`src/rtl/vkey_pkg.sv`:
```
package vkey_pkg;

  // Saturating increment: stops at lim.
  function automatic int unsigned sat_inc(input int unsigned v, input int unsigned lim);
    return (v >= lim) ? lim : v + 1;
  endfunction

  // A load is complete when the count equals the key width exactly.
  function automatic logic load_complete(input int unsigned cnt, input int unsigned width);
    return cnt == width;
  endfunction

  // Dwell reaches its limit on the edge where the pre-edge count is lim-1.
  function automatic logic dwell_done(input int unsigned cnt, input int unsigned lim);
    return cnt == lim - 1;
  endfunction

endpackage

```
`src/rtl/vkey_shift.sv`:
```
module vkey_shift #(
  parameter int KEY_W = 512,
  localparam int CW = $clog2(KEY_W + 2)
) (
  input  logic             clk_tck,
  input  logic             rst_n,
  input  logic             tap_reset,
  input  logic             capture_dr,
  input  logic             shift_dr,
  input  logic             sel_keyprog,
  input  logic             tdi,
  output logic [KEY_W-1:0] chain,
  output logic [CW-1:0]    bit_cnt
);
  import vkey_pkg::*;

  localparam int unsigned CNT_SAT = KEY_W + 1;

  logic do_shift;
  logic do_restart;

  assign do_shift   = shift_dr && sel_keyprog;
  assign do_restart = tap_reset || (capture_dr && sel_keyprog);

  // Chain fills from the top so the first bit lands at bit 0.
  always_ff @(posedge clk_tck or negedge rst_n) begin
    if (!rst_n) begin
      chain <= '0;
    end else if (do_shift) begin
      chain <= {tdi, chain[KEY_W-1:1]};
    end
  end

  always_ff @(posedge clk_tck or negedge rst_n) begin
    if (!rst_n) begin
      bit_cnt <= '0;
    end else if (do_restart) begin
      bit_cnt <= '0;
    end else if (do_shift) begin
      bit_cnt <= CW'(sat_inc(int'(bit_cnt), CNT_SAT));
    end
  end

endmodule

```
`src/rtl/vkey_dwell.sv`:
```
module vkey_dwell #(
  parameter int CLR_DWELL = 10,
  localparam int DW = $clog2(CLR_DWELL + 1)
) (
  input  logic          clk_tck,
  input  logic          rst_n,
  input  logic          tap_reset,
  input  logic          ir_update,
  input  logic          sel_clrver,
  output logic [DW-1:0] dwell_cnt,
  output logic          clear_ev
);
  import vkey_pkg::*;

  logic restart;

  assign restart  = tap_reset || ir_update || !sel_clrver;
  assign clear_ev = !restart && dwell_done(int'(dwell_cnt), CLR_DWELL);

  always_ff @(posedge clk_tck or negedge rst_n) begin
    if (!rst_n) begin
      dwell_cnt <= '0;
    end else if (restart) begin
      dwell_cnt <= '0;
    end else begin
      dwell_cnt <= DW'(sat_inc(int'(dwell_cnt), CLR_DWELL));
    end
  end

endmodule

```
`src/rtl/vkey_store.sv`:
```
module vkey_store #(
  parameter int KEY_W = 512
) (
  input  logic             clk_tck,
  input  logic             rst_n,
  input  logic             unlock_load,
  input  logic             clear_ev,
  input  logic             accept_req,
  input  logic [KEY_W-1:0] chain,
  output logic [KEY_W-1:0] key_q,
  output logic             valid_q,
  output logic             commit_ev
);

  // A request is honoured only while no valid key is held.
  assign commit_ev = accept_req && !valid_q && !unlock_load && !clear_ev;

  always_ff @(posedge clk_tck or negedge rst_n) begin
    if (!rst_n) begin
      key_q   <= '0;
      valid_q <= 1'b0;
    end else if (unlock_load) begin
      key_q   <= '0;
      valid_q <= 1'b0;
    end else if (clear_ev) begin
      valid_q <= 1'b0;
    end else if (commit_ev) begin
      key_q   <= chain;
      valid_q <= 1'b1;
    end
  end

endmodule

```
`src/rtl/vkey_loader.sv`:
```
module vkey_loader #(
  parameter int KEY_W     = 512,
  parameter int CLR_DWELL = 10
) (
  input  logic             clk_tck,
  input  logic             rst_n,
  input  logic             tap_reset,
  input  logic             capture_dr,
  input  logic             shift_dr,
  input  logic             update_dr,
  input  logic             ir_update,
  input  logic             sel_keyprog,
  input  logic             sel_clrver,
  input  logic             unlock_load,
  input  logic             tdi,
  input  logic             tdo_in,
  output logic             tdo_out,
  output logic [KEY_W-1:0] key_out,
  output logic             key_valid
);
  import vkey_pkg::*;

  localparam int CW = $clog2(KEY_W + 2);
  localparam int DW = $clog2(CLR_DWELL + 1);

  logic [KEY_W-1:0] chain;
  logic [CW-1:0]    bit_cnt;
  logic [DW-1:0]    dwell_cnt;
  logic             clear_ev;
  logic             commit_ev;
  logic             accept_req;

  vkey_shift #(.KEY_W(KEY_W)) u_shift (
    .clk_tck     (clk_tck),
    .rst_n       (rst_n),
    .tap_reset   (tap_reset),
    .capture_dr  (capture_dr),
    .shift_dr    (shift_dr),
    .sel_keyprog (sel_keyprog),
    .tdi         (tdi),
    .chain       (chain),
    .bit_cnt     (bit_cnt)
  );

  vkey_dwell #(.CLR_DWELL(CLR_DWELL)) u_dwell (
    .clk_tck    (clk_tck),
    .rst_n      (rst_n),
    .tap_reset  (tap_reset),
    .ir_update  (ir_update),
    .sel_clrver (sel_clrver),
    .dwell_cnt  (dwell_cnt),
    .clear_ev   (clear_ev)
  );

  assign accept_req = update_dr && sel_keyprog && load_complete(int'(bit_cnt), KEY_W);

  vkey_store #(.KEY_W(KEY_W)) u_store (
    .clk_tck     (clk_tck),
    .rst_n       (rst_n),
    .unlock_load (unlock_load),
    .clear_ev    (clear_ev),
    .accept_req  (accept_req),
    .chain       (chain),
    .key_q       (key_out),
    .valid_q     (key_valid),
    .commit_ev   (commit_ev)
  );

  // The key chain never reaches the serial output; mask it while selected.
  assign tdo_out = sel_keyprog ? 1'b0 : tdo_in;

endmodule

```
`config.mk`:
```
export PLATFORM = sky130hd
export DESIGN_NAME = vkey_loader
export DESIGN_NICKNAME = d
export VERILOG_FILES = /design/src/rtl/vkey_pkg.sv /design/src/rtl/vkey_shift.sv /design/src/rtl/vkey_dwell.sv /design/src/rtl/vkey_store.sv /design/src/rtl/vkey_loader.sv
export SDC_FILE = /design/constraint.sdc
export NUM_CORES = 2
export LEC_CHECK = 0
export BUFFER_PORTS_ARGS = -buffer_cell sky130_fd_sc_hd__buf_2
export CORE_ASPECT_RATIO = 0.5
export CORE_MARGIN = 1.5
export CORE_UTILIZATION = 50
export CTS_CLUSTER_DIAMETER = 30
export CTS_CLUSTER_SIZE = 12
export DETAILED_ROUTE_END_ITERATION = 12
export PLACE_DENSITY_LB_ADDON = 0.1
export SYNTH_ARGS = -nofsm -noshare
export SYNTH_HDL_FRONTEND = slang
export SYNTH_SLANG_ARGS = --single-unit
export TNS_END_PERCENT = 1
```
`constraint.sdc`:
```
create_clock -name clk_tck -period 4.5 [get_ports clk_tck]
set_input_delay 0.225 -clock clk_tck [delete_from_list [all_inputs] [get_ports clk_tck]]
set_output_delay 0.225 -clock clk_tck [all_outputs]
set_load 0.03 [all_outputs]
```
**Word level (Yosys, flattened, before mapping)**

Index checks and enable logic that the tools add are counted.

- Register bits after elaboration: 1,039
- Input port bits: 12

- Magnitude comparators: 2
- Muxes and demuxes: 12
- Add/subtract/negate cells: 2
- Reductions and logical operators: 20
- Equal/unequal tests: 3

Operator list:

| operator | number |
|---|---|
| $mux W512 | 3 |
| $mux W10 | 3 |
| $add A10 B1 Y10 const B | 1 |
| $eq A10 B10 Y1 const B | 1 |
| $ge A10 B10 Y1 const B | 1 |
| $logic_and A1 B1 Y1 | 8 |
| $mux W4 | 2 |
| $logic_not A1 Y1 | 5 |
| $add A4 B1 Y4 const B | 1 |
| $eq A4 B4 Y1 const B | 1 |
| $ge A4 B4 Y1 const B | 1 |
| $mux W1 | 4 |
| $reduce_bool A2 Y1 | 2 |
| $logic_or A1 B1 Y1 | 3 |
| $reduce_bool A3 Y1 | 1 |
| $ne A2 B2 Y1 const B | 1 |
| $reduce_and A2 Y1 | 1 |

**Logic depth before layout (Yosys ltp)**

- Word-level depth: 9
- Mapped depth: 9
- Gate-level depth less buffers: 6

**Cells and area by module**

From an unflattened synthesis, not the netlist that was laid out.

- Cell total of the unflattened synthesis: 4,467
- Area, all modules: 45,765.1 sq um

Modules (own cells, without submodules):

| module | times used | cells each | area an instance (sq um) |
|---|---|---|---|
| vkey_store | 1 | 2,224 | 25,874.8 |
| vkey_shift | 1 | 2,216 | 19,595.0 |
| vkey_dwell | 1 | 22 | 249.0 |
| vkey_loader | 1 | 5 | 46.3 |

**Least setup slack after synthesis**

No wires, ideal clock.

- Path type: reg2reg
- From: register u_shift.bit_cnt[4]
- To: register u_store.key_q[401]
- Data required time: 4,434 ps
- Path slack: 2,387 ps
- Cell stages (with the launch flop): 8
- Arrival: 2,047 ps
- Setup time: 66 ps
- Clock period less this slack: 2,113 ps
- Cell sequence: dfrtp_1 or4_4 nor4_4 nor3b_2 buf_4 buf_6 buf_2 a22o_1

- Longest elaborated chain between the ends: 7

Ends and longest elaborated chain:

| item | RTL line | source |
|---|---|---|
| from (decl) | vkey_shift.sv:13 | `output logic [CW-1:0] bit_cnt` |
| from (signal assigned) | vkey_shift.sv:40 | `bit_cnt <= CW'(sat_inc(int'(bit_cnt), CNT_SAT));` |
| $eq A10 B10 Y1 | vkey_pkg.sv:10 | `return cnt == width;` |
| $logic_and A1 B1 Y1 | vkey_loader.sv:55 | `assign accept_req = update_dr && sel_keyprog && load_complete(int'(bit_cnt), KEY_W);` |
| $logic_and A1 B1 Y1 (3 in series) | vkey_store.sv:16 | `assign commit_ev = accept_req && !valid_q && !unlock_load && !clear_ev;` |
| $reduce_bool A2 Y1 (no source line) | -- |  |
| $reduce_and A2 Y1 (no source line) | -- |  |
| to (signal assigned) | vkey_store.sv:28 | `key_q <= chain;` |
| to (decl) | vkey_store.sv:10 | `output logic [KEY_W-1:0] key_q,` |

Every way passes these cells.
A chain may end at the register's enable or synchronous reset.

**Worst setup path in the final report**

- From: register u_shift.bit_cnt[4]
- To: register u_store.key_q[350]

Same word-level chain as after synthesis.

==> impl_metrics.csv <==
group,metric,value,unit
run_status,run_status,"complete, no violations",
floorplanning,core_area,75070,um2
synth,synth_fa_ha_area_frac,0.002311,
synth,ys.warnings.count,0,
drt,post_drt_wl_per_cell,17.85,um
cts,tritoncts.num_buffers,140,
drt,drt_first_pass_iters,5,
worst_setup_path,timing.critical_path.max_delay_family,"simple AND/OR/NAND/NOR gates",
floorplanning,dieHeight,197.7,um
drt,avg_vias_per_cell,5.181,
worst_setup_path,critical_path.slowest_cell,"sky130_fd_sc_hd__buf_12",
drt,num_vias,25953,
floorplanning,io_pins,526,
synth,combinational_family_with_the_most_area_after_synthesis,"simple AND/OR/NAND/NOR gates",
worst_setup_path,crit_path_max_incr_delay,0.60,ns
cts,clk_latency,0.69,ns
synth,synth_top_area_cell,"sky130_fd_sc_hd__dfrtp_1",
power_and_ir_drop,vdd.ir_drop.worst,0.0003200,V
timing,final_max_slew_viol_count,0,
final_layout,finalCoreUtilization,0.6148,
synth,synth.area.mux_share,0,
floorplanning,initial_core_util,0.5048,
synth,synthesized_area_fraction_occupied_by_ao_oa_aoi_and_oai_cells,0.1209,
place,placed_insts,4755,
cts,post_cts_clock_slew_at_the_launch_and_capture_registers_of_the_worst_setup_and_hold_paths,0.05,ns
drt,final_antenna_net_count,0,
global_routing,grt_util_all_layers,0.2316,
timing,worst_case_clock_skew,0.02264,ns
min_path,min-delay-path-class,"input pin to flop",
cts,cts-root-buf,"sky130_fd_sc_hd__clkbuf_16",
global_routing,grt_antenna_before_repair,1,
place,routabilityCongestion,0.8217,
cts,clkSinkCount,1039,
job,max_cap_violations,0,
final_layout,synthToLayoutAreaGrowth,21.79,%
final_layout,final_design_area_no_fill,46150,um2
drt,drt_iter0_markers,1707,
cts,ctsResizeCount,0,
synth,fraction_of_synthesized_cell_area_in_xor_and_xnor_cells,0.001849,
synth,area_share_of_the_largest_cell_type_after_synthesis,0.6861,
timing,tns,0,ns
synth,syn-num-nets,3414,
worst_setup_path,critPathMaxFanout,232,
timing,setup_repair_after_global_routing_missed_its_margin,"no",
timing,setup-violations-final,0,
final_layout,design.final.nets,3900,
timing,final_hold_viol_count,0,
floorplanning,core.rowCount,71,
place,placed_area,41290,um2
timing,time_the_worst_path_needs_with_i_o_delays_and_setup,2.992,ns
power_and_ir_drop,pwr_density_cell,459.2,nW/um2
worst_setup_path,cp.buffers_inverters,1,
worst_setup_path,critical_path.startpoint_type,"flop",
synth,synth-edff-count,0,
synth,synth.lib_cells_used.distinct,34,
cts,clock_tree.htree_level_count,4,
power_and_ir_drop,post-layout-total-power,21.19,mW
cts,cts_tree,"built",
synth,postSynthRegisterBits,1039,
global_routing,grt_max_degree,233,
final_layout,final.fill_count,6147,
timing,maxSlewHeadroom,0.1079,
floorplanning,floorplan.die_area,77550,um2
synth,netlist_top_cells_area,"sky130_fd_sc_hd__dfrtp_1, sky130_fd_sc_hd__nand2_1, sky130_fd_sc_hd__a22o_1",
worst_setup_path,crit_path_cell_trace,"or4_4, nor4_4, nor3b_4, buf_12, a22o_1",
place,preCtsSetupSlack,1.674,ns
floorplanning,die_extent_in_x,392.3,um
cts,cts.path.max_buffers,3,
worst_setup_path,r2r_setup_slack,1.51,ns
timing,whs,0.08184,ns
timing,timing.final.crit_share,0.6650,
timing,fin_ws,1.508,ns
synth,postSynthCellCount,3395,
global_routing,grt_pass1_wl,143.6,mm
synth,netlist_area_pre_place,37900,um2
synth,dominantRegCellSynth,"sky130_fd_sc_hd__dfrtp_1",
drt,drc,0,
timing,fmaxAchievable,334.2,MHz
synth,syn_avg_cell_area,11.16,um2
final_layout,stdcell_count,5009,
power_and_ir_drop,p_leak,26.05,nW
drt,routed_wl,89.39,mm
synth,area_fraction_in_and_or_nand_and_nor_cells_after_synthesis,0.1591,
global_routing,grt_pass1_vias,25738,
worst_setup_path,cp-end-kind,"flop",
worst_setup_path,criticalPathCategory,"flop to flop",
worst_setup_path,critical_path_arrival,3.59,ns
global_routing,globalRoute.totalOverflow,0,
worst_setup_path,cp_data_required_time,5.10,ns
timing,worst_slew_pin_slew,1.338,ns
synth,part_of_the_yosys_area_used_for_sequential_elements,0.6861,
place,place_hpwl,52.88,mm
final_layout,layout-drive-gt1-share,0.1999,
synth,fraction_of_registers_with_async_set_or_reset_after_synthesis,1.000,
place,port_buffers,525,
-- power breakdown --
part | leakage [nW] | switching (mW) | internal [mW] | total, mW
logic | 9.22 | 0.441 | 0.0663 | 0.508
clock network | 2.32 | 4.08 | 7.20 | 11.3
registers | 14.5 | 0.0254 | 9.38 | 9.41
total | 26.1 | 4.54 | 16.7 | 21.2
-- placed cells by master (no fill, tap or decap), drive strengths merged --
cell type	Yosys	routed
or4	1	1
o31ai	1	1
a21oi	4	4
buf	114	566
o21ai	1	1
nand2b	3	3
diode	0	1
a21o	2	2
dfrtp	1039	1039
or3b	1	1
xnor2	8	8
clkinvlp	0	15
nor3b	3	3
o211ai	1	1
nor2b	1	1
o311ai	1	1
ha	7	7
nor2	13	13
nor4	3	3
inv	6	13
nand3	2	2
a41oi	1	1
or3	2	2
nand4	3	3
clkinv	0	26
bufinv	0	19
nand2	1540	1540
and2	1	1
dlygate4sd3	0	6
a31oi	2	2
clkbuf	114	180
nor3	9	9
a22o	512	512
-- per-layer routing --
metal  up-vias  share of wire  GRT usage
met5         -              0          0
met1     12987           0.42     0.3073
met2       542           0.49     0.3687
met4         0          0.045     0.1158
met3       184          0.044    0.04296
li1      12240              -          -
-- timing repair --
| item | 4_1_cts | 5_1_grt |
|---|---|---|
| hold buffers | 6 | 0 |
| endpoints found under the setup margin | 0 | 0 |
| endpoints found under the hold margin | 94 | 0 |
| buffers inserted | 0 | 0 |
-- path summary, 6_finish.rpt --
check | start | to | cells after the start
min in group asynchronous | rst_n | u_store.key_q[363]$_DFFE_PN0P_ | 2
hold reg to reg | u_shift.chain[0]$_DFFE_PN0P_ | u_shift.chain[0]$_DFFE_PN0P_ | 2
setup / recovery | u_shift.bit_cnt[4]$_DFFE_PN0P_ | u_store.key_q[350]$_DFFE_PN0P_ | 5
setup reg to reg | u_shift.bit_cnt[4]$_DFFE_PN0P_ | u_store.key_q[350]$_DFFE_PN0P_ | 5
max in group asynchronous | rst_n | u_store.key_q[493]$_DFFE_PN0P_ | 4
hold / removal | sel_clrver | u_dwell.dwell_cnt[1]$_DFF_PN0_ | 3
-- worst register-to-register path: stages, from the launching register on --
cell,delay [ns]
sky130_fd_sc_hd__dfrtp_1,0.43
sky130_fd_sc_hd__or4_4,0.59
sky130_fd_sc_hd__nor4_4,0.31
sky130_fd_sc_hd__nor3b_4,0.30
sky130_fd_sc_hd__buf_12,0.60
sky130_fd_sc_hd__a22o_1,0.69
-- layout make-up --
cell class	count	area, um2	share of cell area
Tap cell	1022	1279	0.02771
Clock inverter	67	907.1	0.01966
Inverter	6	22.52	0.0004880
Clock buffer	180	3890	0.08429
Multi-Input combinational cell	2122	10780	0.2336
Timing Repair Buffer	572	3268	0.07081
Antenna cell	1	2.502	0.00005422
Sequential cell	1039	26000	0.5634
-- cells by family (layout without fill, tap and decap cells) --
logic type | Yosys count | after routing
other cells | 0 | 1
buf+inv | 234 | 825
compound gates | 525 | 525
simple gates | 1582 | 1582
xor+xnor | 8 | 8
fa+ha+maj | 7 | 7
flops | 1039 | 1039
-- sequential cells by signal, indices dropped and copies added, names as in the netlist --
signal	flops
u_store.valid_q	1
u_shift.bit_cnt	10
u_dwell.dwell_cnt	4
u_store.key_q	512
u_shift.chain	512
-- synth_stat cells (all sizes together) (2+ instances only) --
| cell | number |
|---|---|
| a21o | 2 |
| a21oi | 4 |
| a22o | 512 |
| a31oi | 2 |
| buf | 114 |
| clkbuf | 114 |
| dfrtp | 1039 |
| ha | 7 |
| inv | 6 |
| nand2 | 1540 |
| nand2b | 3 |
| nand3 | 2 |
| nand4 | 3 |
| nor2 | 13 |
| nor3 | 9 |
| nor3b | 3 |
| nor4 | 3 |
| or3 | 2 |
| xnor2 | 8 |
(Power assumes the default switching activity.)
